`config.mk`:
```
export PLATFORM = sky130hd
export DESIGN_NAME = bom_receiver
export DESIGN_NICKNAME = d
export VERILOG_FILES = /design/src/rtl/bomr_pkg.sv /design/src/rtl/bomr_align.sv /design/src/rtl/bomr_vote.sv /design/src/rtl/bom_receiver.sv
export SDC_FILE = /design/constraint.sdc
export NUM_CORES = 1
export LEC_CHECK = 0
export BUFFER_PORTS_ARGS = -buffer_cell sky130_fd_sc_hd__buf_2
export CORE_ASPECT_RATIO = 0.7
export CORE_UTILIZATION = 50
export CTS_CLUSTER_SIZE = 24
export DETAILED_ROUTE_END_ITERATION = 10
export HOLD_SLACK_MARGIN = 0.05
export PLACE_DENSITY = 0.66
export SLEW_MARGIN = 20
export SYNTH_ARGS = -nofsm -noshare
export SYNTH_HDL_FRONTEND = slang
export SYNTH_HIERARCHICAL = 1
export SYNTH_SLANG_ARGS = --single-unit
```
`constraint.sdc`:
```
create_clock -name clk -period 15.9 [get_ports clk]
set_input_delay 3.18 -clock clk [delete_from_list [all_inputs] [get_ports clk]]
set_output_delay 3.18 -clock clk [all_outputs]
set_load 0.005 [all_outputs]
```
`src/rtl/bomr_pkg.sv`:
```
package bomr_pkg;
  localparam int CODE_W    = 6;
  localparam int FLAG_ONES = 8;
  localparam int FRAME_W   = FLAG_ONES + CODE_W + 2;

  typedef logic [CODE_W-1:0] code_t;

  // oldest bit at the MSB: flag ones, zero, code, zero
  function automatic logic frame_ok(input logic [FRAME_W-1:0] f);
    return (f[FRAME_W-1 -: FLAG_ONES] == {FLAG_ONES{1'b1}}) &&
           !f[CODE_W+1] && !f[0];
  endfunction

  function automatic code_t frame_code(input logic [FRAME_W-1:0] f);
    return f[CODE_W:1];
  endfunction

  function automatic int vote_window(input logic long_rule, input int win_s, input int win_l);
    return long_rule ? win_l : win_s;
  endfunction

  function automatic int vote_threshold(input logic long_rule, input int thr_s, input int thr_l);
    return long_rule ? thr_l : thr_s;
  endfunction
endpackage

```
`src/rtl/bomr_align.sv`:
```
module bomr_align
  import bomr_pkg::*;
(
  input  logic  clk,
  input  logic  rst_n,
  input  logic  dl_bit,
  input  logic  dl_valid,
  input  logic  esf_mode,
  output logic  frame_evt,
  output code_t frame_cd
);
  localparam int CNT_W = $clog2(FRAME_W);
  localparam logic [CNT_W-1:0] LAST = CNT_W'(FRAME_W - 1);

  logic [FRAME_W-2:0] sr_q;
  logic [FRAME_W-1:0] sr_nxt;
  logic               hunt_q;
  logic [CNT_W-1:0]   cnt_q;
  logic               shift, pat_ok, at_edge, take, lose;

  assign shift   = dl_valid & esf_mode;
  assign sr_nxt  = {sr_q, dl_bit};
  assign pat_ok  = frame_ok(sr_nxt);
  assign at_edge = hunt_q | (cnt_q == LAST);
  assign take    = shift & at_edge & pat_ok;
  assign lose    = shift & !hunt_q & (cnt_q == LAST) & !pat_ok;

  always_ff @(posedge clk or negedge rst_n) begin
    if (!rst_n) begin
      sr_q      <= '0;
      hunt_q    <= 1'b1;
      cnt_q     <= '0;
      frame_evt <= 1'b0;
      frame_cd  <= '0;
    end else begin
      frame_evt <= take;
      if (take)  frame_cd <= frame_code(sr_nxt);
      if (shift) sr_q <= sr_nxt[FRAME_W-2:0];
      if (take) begin
        hunt_q <= 1'b0;
        cnt_q  <= '0;
      end else if (lose) begin
        hunt_q <= 1'b1;
      end else if (shift && !hunt_q) begin
        cnt_q <= cnt_q + 1'b1;
      end
    end
  end

  AST_IDLE_NO_FRAME: assert property (@(posedge clk) disable iff (!rst_n)
    !shift |=> !frame_evt);
  AST_LOSS_NO_FRAME: assert property (@(posedge clk) disable iff (!rst_n)
    lose |=> !frame_evt);
endmodule

```
`src/rtl/bomr_vote.sv`:
```
module bomr_vote
  import bomr_pkg::*;
#(
  parameter int HIST  = 10,
  parameter int WIN_S = 5,
  parameter int THR_S = 4,
  parameter int WIN_L = 10,
  parameter int THR_L = 8
)(
  input  logic  clk,
  input  logic  rst_n,
  input  logic  frame_evt,
  input  code_t frame_cd,
  input  logic  vote_long,
  output logic  qual_evt,
  output code_t qual_code
);
  localparam int CNT_W = $clog2(HIST + 1);

  code_t            hist_q [HIST];
  logic [CNT_W-1:0] fill_q;
  logic             pend_q;
  logic [HIST-1:0]  hit;
  logic [CNT_W-1:0] win_c, thr_c, hits_c;

  assign win_c  = CNT_W'(vote_window(vote_long, WIN_S, WIN_L));
  assign thr_c  = CNT_W'(vote_threshold(vote_long, THR_S, THR_L));
  assign hits_c = CNT_W'($countones(hit));

  generate
    for (genvar i = 0; i < HIST; i++) begin : g_hit
      assign hit[i] = (CNT_W'(i) < fill_q) && (CNT_W'(i) < win_c) &&
                      (hist_q[i] == hist_q[0]);
    end
  endgenerate

  assign qual_evt  = pend_q && (hits_c >= thr_c);
  assign qual_code = hist_q[0];

  always_ff @(posedge clk or negedge rst_n) begin
    if (!rst_n) begin
      for (int i = 0; i < HIST; i++) hist_q[i] <= '0;
      fill_q <= '0;
      pend_q <= 1'b0;
    end else begin
      pend_q <= frame_evt;
      if (frame_evt) begin
        hist_q[0] <= frame_cd;
        for (int i = 1; i < HIST; i++) hist_q[i] <= hist_q[i-1];
        if (fill_q < CNT_W'(HIST)) fill_q <= fill_q + 1'b1;
      end
    end
  end

  AST_QUAL_AFTER_FRAME: assert property (@(posedge clk) disable iff (!rst_n)
    qual_evt |-> $past(frame_evt));
  AST_QUAL_HAS_DEPTH: assert property (@(posedge clk) disable iff (!rst_n)
    qual_evt |-> (fill_q >= CNT_W'(vote_long ? THR_L : THR_S)));
endmodule

```
`src/rtl/bom_receiver.sv`:
```
module bom_receiver
  import bomr_pkg::*;
#(
  parameter int HIST  = 10,
  parameter int WIN_S = 5,
  parameter int THR_S = 4,
  parameter int WIN_L = 10,
  parameter int THR_L = 8
)(
  input  logic              clk,
  input  logic              rst_n,
  input  logic              dl_bit,
  input  logic              dl_valid,
  input  logic              esf_mode,
  input  logic              vote_long,
  input  logic              irq_en,
  input  logic              ind_clr,
  output logic [CODE_W-1:0] msg_code,
  output logic              msg_ind,
  output logic              irq
);
  logic  frame_evt, qual_evt, upd_evt;
  code_t frame_cd, qual_code, code_q;
  logic  ind_q;

  bomr_align u_align (
    .clk(clk), .rst_n(rst_n), .dl_bit(dl_bit), .dl_valid(dl_valid),
    .esf_mode(esf_mode), .frame_evt(frame_evt), .frame_cd(frame_cd)
  );

  bomr_vote #(.HIST(HIST), .WIN_S(WIN_S), .THR_S(THR_S), .WIN_L(WIN_L), .THR_L(THR_L)) u_vote (
    .clk(clk), .rst_n(rst_n), .frame_evt(frame_evt), .frame_cd(frame_cd),
    .vote_long(vote_long), .qual_evt(qual_evt), .qual_code(qual_code)
  );

  // the latched code doubles as the last-declared code
  assign upd_evt = qual_evt && (qual_code != code_q);

  always_ff @(posedge clk or negedge rst_n) begin
    if (!rst_n) begin
      code_q <= '0;
      ind_q  <= 1'b0;
    end else begin
      if (upd_evt) code_q <= qual_code;
      if (upd_evt)      ind_q <= 1'b1;
      else if (ind_clr) ind_q <= 1'b0;
    end
  end

  assign msg_code = code_q;
  assign msg_ind  = ind_q;
  assign irq      = ind_q & irq_en;

  AST_UPD_NEW_CODE: assert property (@(posedge clk) disable iff (!rst_n)
    upd_evt |=> (msg_code != $past(msg_code)));
  AST_CODE_MOVE_SETS_IND: assert property (@(posedge clk) disable iff (!rst_n)
    !$stable(msg_code) |-> msg_ind);
  AST_IND_FALL_NEEDS_CLR: assert property (@(posedge clk) disable iff (!rst_n)
    $fell(msg_ind) |-> $past(ind_clr));
  AST_IRQ_NEEDS_IND: assert property (@(posedge clk) disable iff (!rst_n)
    irq |-> (msg_ind && irq_en));
endmodule

```
==> out/results.tsv <==
metric	value	unit
std cell rows	30	
critical path type	input pin to flop	
drt via density	5.38	
YS warnings	6	
total grt overflow	0	
TritonCTS clock tree	done	
Distinct cells, synth	42	
first-pass GRT wire length	15100	um
normalized max-slew margin	0.467	
most common cell after layout, fill and taps aside	dfrtp_1	
unrepaired setup endpoints after global routing	no	
Setup crit end kind	flop	
startpoint types	input pin	
Fin. Hold Viols	0	
post-CTS sizing	0	
Max IR drop VDD	0.0602	mV
Seq pwr share	0.516	
Die X	121	um
clk_skew	0.00510	ns
Hold Crit Class	flop to flop	
initial antenna violation count	0	
Post-synth EDFFs	0	
die area	0.0103	mm^2
Core Region	0.00968	mm^2
fin area	0.00538	mm^2
Fmax achieved	130	MHz
post-CTS setup buffer count	0	
flip-flop and latch area	0.00248	mm^2
largest net degree at the start of global routing	66	
fin crit period	7.71	ns
Arrival @ worst endpoint	7.93	ns
pwr dens	105	mW/mm^2
CTS H-tree lvls	3	
P_leak	0.00277	uW
post-route DRC violation count	0	
CTS buffer count	9	
Final Slew Violations	0	
Worst-Margin Slew	0.800	ns
Placed Area	0.00505	mm^2
# port buffers	15	
CTS clock-pin slew for the worst setup and hold paths	0.07	ns
status	finished clean	
Max Cap Viol	0	
sinks on the clock net	99	
number of diodes	0	
fin crit share	0.485	
Clock Tree Buf Depth	2	
required time of the critical path	16.13	ns
First-pass DRT Iterations	4	
internal reg-to-reg setup slack	9.98	ns
Root Buffer	clkbuf_16	
CTS Hold Bufs	0	
area of the multi-input gates	0.00227	mm^2
gr usage total	0.194	
post-route antenna net violation count	0	
DP Worst Slack	7.88	ns
Combinational Power Share	0.064	
share of layout cells above drive strength 1	0.324	
latest clock arrival within the worst-skew pair	0.34	ns
Setup WS post-layout	8.19	ns
crit-path max FO	7	
most frequent cells in the layout	dfrtp_1, mux2_2, xor2_1, xnor2_1	
Final nets	405	
main flop type after synthesis	dfrtp_1	
syn avg cell area	13.2	um^2
P&R area growth vs syn	8.31	%
Synth Net Count	401	
final number of setup-violating endpoints	0	
routed len/inst	17.5	um
via count	2764	
Syn Inst Count	377	
sequential area share after synthesis	0.499	
RePlAce Congestion	0.790	
Net Switching	125	uW
hpwl dp	6130	um
Switching Fraction	0.220	
detailed-route wire length	8990	um
Ports	16	
Int Pwr	441	uW
setup_tns	0	ns
Initial Util	0.513	
number of global-route vias before repair	2854	
Async S/R FF share, synth	1.00	
Post-Syn Area	0.00497	mm^2
Filler cells	809	
clock share of power	0.419	
Iteration-0 DRC Markers	174	
#FFs+latches synth	99	
Die Ht	85.4	um
==> synthesized netlist by cell type (all sizes together), types with 2 or more instances <==
cell	count	area [um^2]
nor2b	2	12.5
nor4	12	90.1
nand3	5	25.0
nand2	9	36.3
nor2	5	18.8
nand4	6	37.5
fa	6	120
nor3	4	20.0
ha	10	125
inv	14	52.6
a31oi	3	18.8
xor2	33	289
buf	24	170
xnor2	29	254
a21oi	6	30.0
o2111ai	2	17.5
dfrtp	98	2450
mux2	87	1000
o21ai	4	20.0
==> power groups by stage <==
stage               Combinational (uW)  Sequential (uW)  Clock, uW
floorplan                         26.9              291          0
global placement                  35.1              295          0
detailed placement                37.1              297          0
CTS                               37.3              292        244
global route                      41.3              295        253
finish                            36.4              292        237
==> kinds of logic after synthesis <==
group           share of synthesized area
compound gates                     0.0292
simple gates                       0.0645
buf+inv                            0.0448
flops                               0.499
xor+xnor                            0.109
fa+ha+maj                          0.0494
mux                                 0.204
==> flip-flops by register name, summed over array words and instances, names as in the netlist <==
register,flops
u_align/frame_cd,6
u_align/cnt_q,4
u_align/hunt_q,1
msg_ind,1
u_vote/fill_q,4
u_align/sr_q,15
u_vote/pend_q,1
u_vote/qual_code,6
u_align/frame_evt,1
u_vote/hist_q,54
msg_code,6
==> path summary, 6_finish.rpt <==
kind                       cells after the start                   to                start
setup / recovery                              18          msg_code[0]            vote_long
hold / removal                                 1  u_vote/qual_code[5]  u_align/frame_cd[5]
setup reg to reg                              17          msg_code[0]  u_vote/qual_code[1]
hold reg to reg                                1  u_vote/qual_code[5]  u_align/frame_cd[5]
max in group asynchronous                      2    u_align/frame_evt                rst_n
min in group asynchronous                      1     u_vote/hist_q[8]                rst_n
==> metrics by stage <==
step / utilization / total power (uW) / cells / hold WS, ns
after floorplan: - / 318 / 377 / 0.379
after detailed placement: 0.522 / 334 / 498 / 0.490
final: 0.556 / 565 / 514 / 0.504
after global placement: 0.522 / 330 / 498 / 0.492
after CTS: 0.556 / 573 / 514 / 0.511
after global routing: 0.556 / 589 / 514 / 0.533
==> area by class of cell <==
type | instances | area share
flip-flops and latches | 99 | 0.461
multi-input cells | 240 | 0.421
clock buffers | 13 | 0.0484
well taps | 128 | 0.0298
repair buffers | 17 | 0.0172
clock inverters | 3 | 0.0128
inverters | 14 | 0.00977
==> worst max-delay path, cell delays in order <==
cell,delay [ns]
buf_2,0.12
nand2_1,0.07
nor4_1,0.29
nand4_1,0.17
fa_1,0.56
inv_1,0.05
ha_1,0.27
inv_1,0.05
fa_1,0.47
inv_1,0.05
fa_1,0.46
fa_1,0.41
xor2_1,0.17
ha_1,0.28
or3b_2,0.43
a21boi_0,0.19
o21a_1,0.33
mux2_2,0.37
==> per-layer routing <==
metal | GRT usage | vias up | wire [um]
li1 | - | 1314 | -
met1 | 0.299 | 1401 | 4950
met2 | 0.269 | 39 | 3650
met3 | 0.0403 | 10 | 270
met4 | 0.0685 | 0 | 121
met5 | 0 | - | 0
Power figures use the tool's default switching activity.
